**src/rtl/dgp_pkg.sv**
```systemverilog
package dgp_pkg;

   // counter width able to hold values 0..max_val
   function automatic int unsigned cnt_width(input int unsigned max_val);
      int unsigned w;
      w = 1;
      while ((1 << w) <= max_val) w++;
      return w;
   endfunction

   typedef enum logic [0:0] {
      QS_ARMED = 1'b0,   // counting high ticks, event not yet issued
      QS_SPENT = 1'b1    // event issued, waiting for the level to drop
   } qual_state_e;

endpackage

```
**src/rtl/dgp_qualify.sv**
```systemverilog
module dgp_qualify
   import dgp_pkg::*;
#(
   parameter int unsigned DGL_TICKS = 10
) (
   input  logic clk,
   input  logic rst_n,
   input  logic lvl,
   input  logic tick,
   output logic stb
);
   localparam int unsigned CW = cnt_width(DGL_TICKS);
   localparam logic [CW-1:0] LAST = CW'(DGL_TICKS - 1);

   qual_state_e   st_q;
   logic [CW-1:0] cnt_q;
   logic          stb_q;

   initial begin
      assert (DGL_TICKS >= 1) else $error("DGL_TICKS must be at least 1");
   end

   always_ff @(posedge clk or negedge rst_n) begin
      if (!rst_n) begin
         st_q  <= QS_ARMED;
         cnt_q <= '0;
         stb_q <= 1'b0;
      end else begin
         stb_q <= 1'b0;
         if (!lvl) begin
            st_q  <= QS_ARMED;
            cnt_q <= '0;
         end else if (st_q == QS_ARMED && tick) begin
            if (cnt_q == LAST) begin
               st_q  <= QS_SPENT;
               cnt_q <= '0;
               stb_q <= 1'b1;
            end else begin
               cnt_q <= cnt_q + 1'b1;
            end
         end
      end
   end

   assign stb = stb_q;
endmodule

```
**src/rtl/dgp_stretch.sv**
```systemverilog
module dgp_stretch
   import dgp_pkg::*;
#(
   parameter int unsigned PULSE_TICKS = 57
) (
   input  logic clk,
   input  logic rst_n,
   input  logic load,
   input  logic tick,
   output logic busy
);
   localparam int unsigned CW = cnt_width(PULSE_TICKS);
   localparam logic [CW-1:0] FULL = CW'(PULSE_TICKS);

   logic [CW-1:0] rem_q;

   initial begin
      assert (PULSE_TICKS >= 1) else $error("PULSE_TICKS must be at least 1");
   end

   // reload outranks the decrement so a restart on a tick cycle keeps full length
   always_ff @(posedge clk or negedge rst_n) begin
      if (!rst_n)
         rem_q <= '0;
      else if (load)
         rem_q <= FULL;
      else if (tick && rem_q != '0)
         rem_q <= rem_q - 1'b1;
   end

   assign busy = (rem_q != '0);
endmodule

```
**src/rtl/dgp_top.sv**
```systemverilog
module dgp_top
   import dgp_pkg::*;
#(
   parameter int unsigned DGL_TICKS    = 10,
   parameter int unsigned PULSE_TICKS  = 57,
   parameter bit          SHARED_TIMER = 1'b1
) (
   input  logic clk,
   input  logic rst_n,
   input  logic det_lvl,
   input  logic ms_tick,
   input  logic flt_req,
   output logic pull_n
);
   logic qual_stb;
   logic busy;

   dgp_qualify #(.DGL_TICKS(DGL_TICKS)) u_qual (
      .clk  (clk),
      .rst_n(rst_n),
      .lvl  (det_lvl),
      .tick (ms_tick),
      .stb  (qual_stb)
   );

   generate
      if (SHARED_TIMER) begin : g_shared
         // every load restarts a full window, which is never earlier than the old end
         dgp_stretch #(.PULSE_TICKS(PULSE_TICKS)) u_tmr (
            .clk  (clk),
            .rst_n(rst_n),
            .load (qual_stb | flt_req),
            .tick (ms_tick),
            .busy (busy)
         );
      end else begin : g_split
         logic busy_det;
         logic busy_flt;
         dgp_stretch #(.PULSE_TICKS(PULSE_TICKS)) u_tmr_det (
            .clk  (clk),
            .rst_n(rst_n),
            .load (qual_stb),
            .tick (ms_tick),
            .busy (busy_det)
         );
         dgp_stretch #(.PULSE_TICKS(PULSE_TICKS)) u_tmr_flt (
            .clk  (clk),
            .rst_n(rst_n),
            .load (flt_req),
            .tick (ms_tick),
            .busy (busy_flt)
         );
         assign busy = busy_det | busy_flt;
      end
   endgenerate

   assign pull_n = ~busy;
endmodule

```
**config.mk**
```make
export PLATFORM = sky130hd
export DESIGN_NAME = dgp_top
export DESIGN_NICKNAME = d
export VERILOG_FILES = /design/src/rtl/dgp_pkg.sv /design/src/rtl/dgp_qualify.sv /design/src/rtl/dgp_stretch.sv /design/src/rtl/dgp_top.sv
export SDC_FILE = /design/constraint.sdc
export NUM_CORES = 1
export LEC_CHECK = 0
export ABC_CLOCK_PERIOD_IN_PS = 2500
export CORE_AREA = 2 2 39 41
export CTS_CLUSTER_SIZE = 10
export DETAILED_ROUTE_END_ITERATION = 6
export DIE_AREA = 0 0 41 43
export HOLD_SLACK_MARGIN = 0.05
export PLACE_DENSITY_LB_ADDON = 0.2
export SYNTH_ARGS = -nofsm -noshare
export SYNTH_HDL_FRONTEND = slang
export SYNTH_HIERARCHICAL = 1
export SYNTH_SLANG_ARGS = --single-unit
```
**constraint.sdc**
```tcl
create_clock -name clk -period 2.5 [get_ports clk]
set_clock_uncertainty 0.2 [all_clocks]
set_input_delay 0.375 -clock clk [delete_from_list [all_inputs] [get_ports clk]]
set_output_delay 0.375 -clock clk [all_outputs]
set_load 0.005 [all_outputs]
```
# --- After elaboration in Yosys (flattened, before gate mapping) ---
# Index checks and enable logic that the tools add are counted.
totals:
  reg_bits: 12
  word_cells: 28
op_classes:
  add_sub_neg: 2
  eq_ne: 3
  mux: 11
  bitwise: 3
  n_reduce_logical: 5
ops:
  columns: ["op", "n"]
  rows:
  - ["4-bit two-way mux", 3]
  - ["6-bit two-way mux", 2]
  - ["1-bit two-way mux", 6]
  - ["6-bit nonzero test", 1]
  - ["6-bit by 1-bit subtractor with 6-bit output, second input constant", 1]
  - ["4-bit by 1-bit adder with 4-bit output, second input constant", 1]
  - ["4-bit == test, second input constant", 1]
  - ["2-bit by 1-bit != test with 1-bit output, second input constant", 2]
  - ["1-bit logical AND", 2]
  - ["1-bit inverter", 2]
  - ["2-bit AND reduction", 1]
  - ["2-bit nonzero test", 1]
  - ["1-bit OR", 1]

# --- Logic depth before layout (Yosys ltp) ---
depth:
  ltp_word: 4
  mapped_depth: 6
  ltp_nobuf: 6

# --- Hierarchy ---
# Netlist, hierarchy kept.
modules_own_cells:
  columns: ["mod", "instances", "cells_each", "area_per_inst_um2", "seq_area_each_um2"]
  rows:
  - ["dgp_stretch", 1, 40, 385.4, 150.1]
  - ["dgp_qualify", 1, 31, 309.0, 150.1]
  - ["dgp_top", 1, 2, 10.0, 0.0]

# --- Worst setup path before layout ---
# Ideal clock, no wire load.
synth_path:
  path_kind: "reg-to-output"
  start: "register g_shared.u_tmr.rem_q[4]"
  end: "output port pull_n"
  t_arrival_ns: 0.999
  required_ns: 1.925
  path_slack_ns: 0.926
  stages_incl_launch_ff: 5
  path_buffers: 0
  cell_sequence: "dfrtp_1 > or3_4 > nor2_2 > inv_1 > inv_1"
synth_between:
  elab_chain_cells: 2
synth_rtl:
  columns: ["item", "line", "source"]
  rows:
  - ["start, declared", "dgp_stretch.sv:15", "logic [CW-1:0] rem_q;"]
  - ["start signal, assigned", "dgp_stretch.sv:28", "rem_q <= rem_q - 1'b1;"]
  - ["6-bit nonzero test", "dgp_stretch.sv:31", "assign busy = (rem_q != '0);"]
  - ["named net busy", "dgp_top.sv:16", "logic busy;"]
  - ["1-bit inverter", "dgp_top.sv:57", "assign pull_n = ~busy;"]
  - ["end, declared", "dgp_top.sv:13", "output logic pull_n"]
# The timed path passes the listed nets, and every way through them passes these cells.

# --- Final worst setup path ---
layout_path:
  start: "register g_shared.u_tmr.rem_q[2]"
  end: "output port pull_n"
# The elaborated chain is that of the path after synthesis.

==> reports/metrics.yaml <==
status: "finished, final reports clean"
clk_pin_slew_ns: 0.07
worst_ep_required_time_ns: 1.92
cts_sinks: 12
die_w_um: 41
synth_flop_cell: "dfrtp_1"
fin_hold_ws_ns: 0.260
grt.overflow.total: 0
met1_length_um: 555
clockBufferDepth: 2
r2r_slack_ns: 0.85
dr.first_iter.drc_count: 4
area_growth_pct: 15.6
cts_tree: "yes"
ant_nets: 0
grt_pass1_vias: 478
path_class: "flop to output pin"
netlist.area_leader.share: 0.426
regToRegEndpoint: "u_qual/cnt_q[1]"
cts-root-buf: "clkbuf_4"
wl_per_cell_um: 12.5
syn-num-nets: 82
postLayoutCellArea_um2: 815
finalHoldViolCount: 0
io_buffer_count: 5
io_pins: 6
avgViaCountPerCell: 5.53
dpl-instance-area_um2: 777
rows: 14
synth-seq-cells: 12
grt_first_pass_wirelength_mm: 1.92
fin_nets: 94
yosys-top-cells-count: "12 x dfrtp_1, 6 x inv_1, 6 x nand2_1"
synth_fa_ha_area_frac: 0.0710
multi_input_area_um2: 377
start_util: 0.509
worstMarginPinSlew_ns: 0.544
drive_above_1_share: 0.169
vias: 547
post-place-ws_ns: 0.345
cts_made_buffers: 3
power_leakage_nw: 0.337
setup_viol: 0
yosysSeqAreaShare: 0.426
ir_worst_vdd_mv: 0.339
synth_area_um2: 704
synth_edf_count: 0
top_layer: "met4"
reg2reg_from: "u_qual/cnt_q[0]"
place_hpwl_um: 913
core_area_um2: 1380
post-synth-top-count-cell: "dfrtp_1"
period_needed_ns: 2.41
synth_cells: 73
die-area_um2: 1760
max_cap_viol_count: 0
synth-compound-area-share: 0.153
antenna_found_initial: 0
yosys_warnings: 6
synth_top_family_by_area: "simple AND/OR/NAND/NOR gates"
grtUsageTotal: 0.166
drc: 0
htreeDepth: 1
grt_max_degree: 13
slew_viol_final: 0
cp-end-kind: "output pin"
postCtsHoldBufs: 0
fin_crit_sh: 0.964
routed_wl_mm: 1.23
synthArstFlopShare: 1.00
place.gp.congestion: 0.661
worstSkewPairLatency_ns: 0.26
crit_path_max_fanout: 6
yosys.area.top_type: "dfrtp_1"
worst_setup_path_start_kind: "flop"
drt_pass1_iterations: 4
max_freq_mhz: 415
min_path_type: "input pin to asynchronous set/reset pin"
fin_tns_setup_ns: 0
route.met3.wl_um: 32
diodes: 0
r2r_cells: 4
arrival_ns: 1.83
register_area_um2: 300
nFillCells: 128
setup_ws_ns: 0.0901
slew_headroom: 0.636
synth_cell_types: 32
met2WireLength_um: 636
synthMuxAreaShare: 0.0142
power_density_nw_per_um2: 481
synthTopCellsByArea: "dfrtp_1 43%, ha_1 7.1%, a21oi_1 3.6%"
synth-simple-area-share: 0.297
dieHeight_um: 43
avgSynthCellArea_um2: 9.65
synthXorXnorAreaFrac: 0
-- worst max-delay path, cell delays in order, from the launching register on --
cell	delay, ns
dfrtp_1	0.43
or3_4	0.42
nor2_2	0.12
inv_1	0.07
inv_1	0.05
clkdlybuf4s50_1	0.49
-- state kept, by name, indices dropped and copies added (netlist names) --
name,flops
g_shared.u_tmr/rem_q,6
u_qual/cnt_q,4
u_qual/st_q,1
u_qual/stb,1
-- per-layer routing --
layer  vias up  global-route usage
met5         -                   0
met4         0               0.120
met3         2              0.0314
met2         4               0.244
met1       254               0.207
li1        287                   -
-- timing repair --
item                                    4_1_cts  5_1_grt
setup buffers                                 0        2
gates resized for setup                       0        2
endpoints found under the setup margin        0        1
-- power breakdown --
| group | total (W) | leakage (nW) | switching [W] | internal, W |
|---|---|---|---|---|
| registers | 0.000215 | 0.147 | 0.0000115 | 0.000204 |
| logic | 0.0000640 | 0.176 | 0.0000320 | 0.0000319 |
| clock network | 0.000113 | 0.0138 | 0.0000569 | 0.0000556 |
| total | 0.000392 | 0.337 | 0.000100 | 0.000291 |
-- layout make-up --
type / count / area share
Multi-Input combinational cell: 54 / 0.462
Sequential cell: 12 / 0.369
Timing Repair Buffer: 8 / 0.0891
Clock buffer: 3 / 0.0276
Inverter: 6 / 0.0276
Tap cell: 16 / 0.0246
-- stage by stage --
step,power [W],std cells,utilization
floorplan,0.000256,73,-
global placement,0.000278,94,0.561
detailed placement,0.000279,94,0.561
CTS,0.000396,97,0.578
global route,0.000421,99,0.589
finish,0.000392,99,0.589
-- how the worst max path moves through the flow --
stage / from / slack [ns] / endpoint
floorplan: g_shared.u_tmr/rem_q[4] / 0.93 / pull_n
global placement: g_shared.u_tmr/rem_q[1] / 0.35 / pull_n
detailed placement: g_shared.u_tmr/rem_q[1] / 0.35 / pull_n
CTS: g_shared.u_tmr/rem_q[1] / 0.04 / pull_n
global route: g_shared.u_tmr/rem_q[2] / -0.005 / pull_n
finish: g_shared.u_tmr/rem_q[2] / 0.09 / pull_n
-- layout by cell type, fill, tap and decap left out, types with 2 or more instances in the layout --
cell type / count
a211o_1: 2
a21oi_1: 5
buf_4: 3
clkbuf_4: 3
clkdlybuf4s50_1: 5
dfrtp_1: 12
ha_1: 4
inv_1: 4
inv_2: 2
nand2_1: 6
nor2_1: 5
nor2b_1: 2
nor3_1: 4
nor4_1: 2
o21ai_0: 2
or3_1: 2
or4b_1: 2
-- logic make-up after synthesis --
family	Yosys count
and+or+nand+nor	34
buffers and inverters	7
muxes	1
adders and majority gates	4
DFF	12
AOI/OAI and AO/OA	15
No activity file was read; power rests on OpenSTA's default activity.
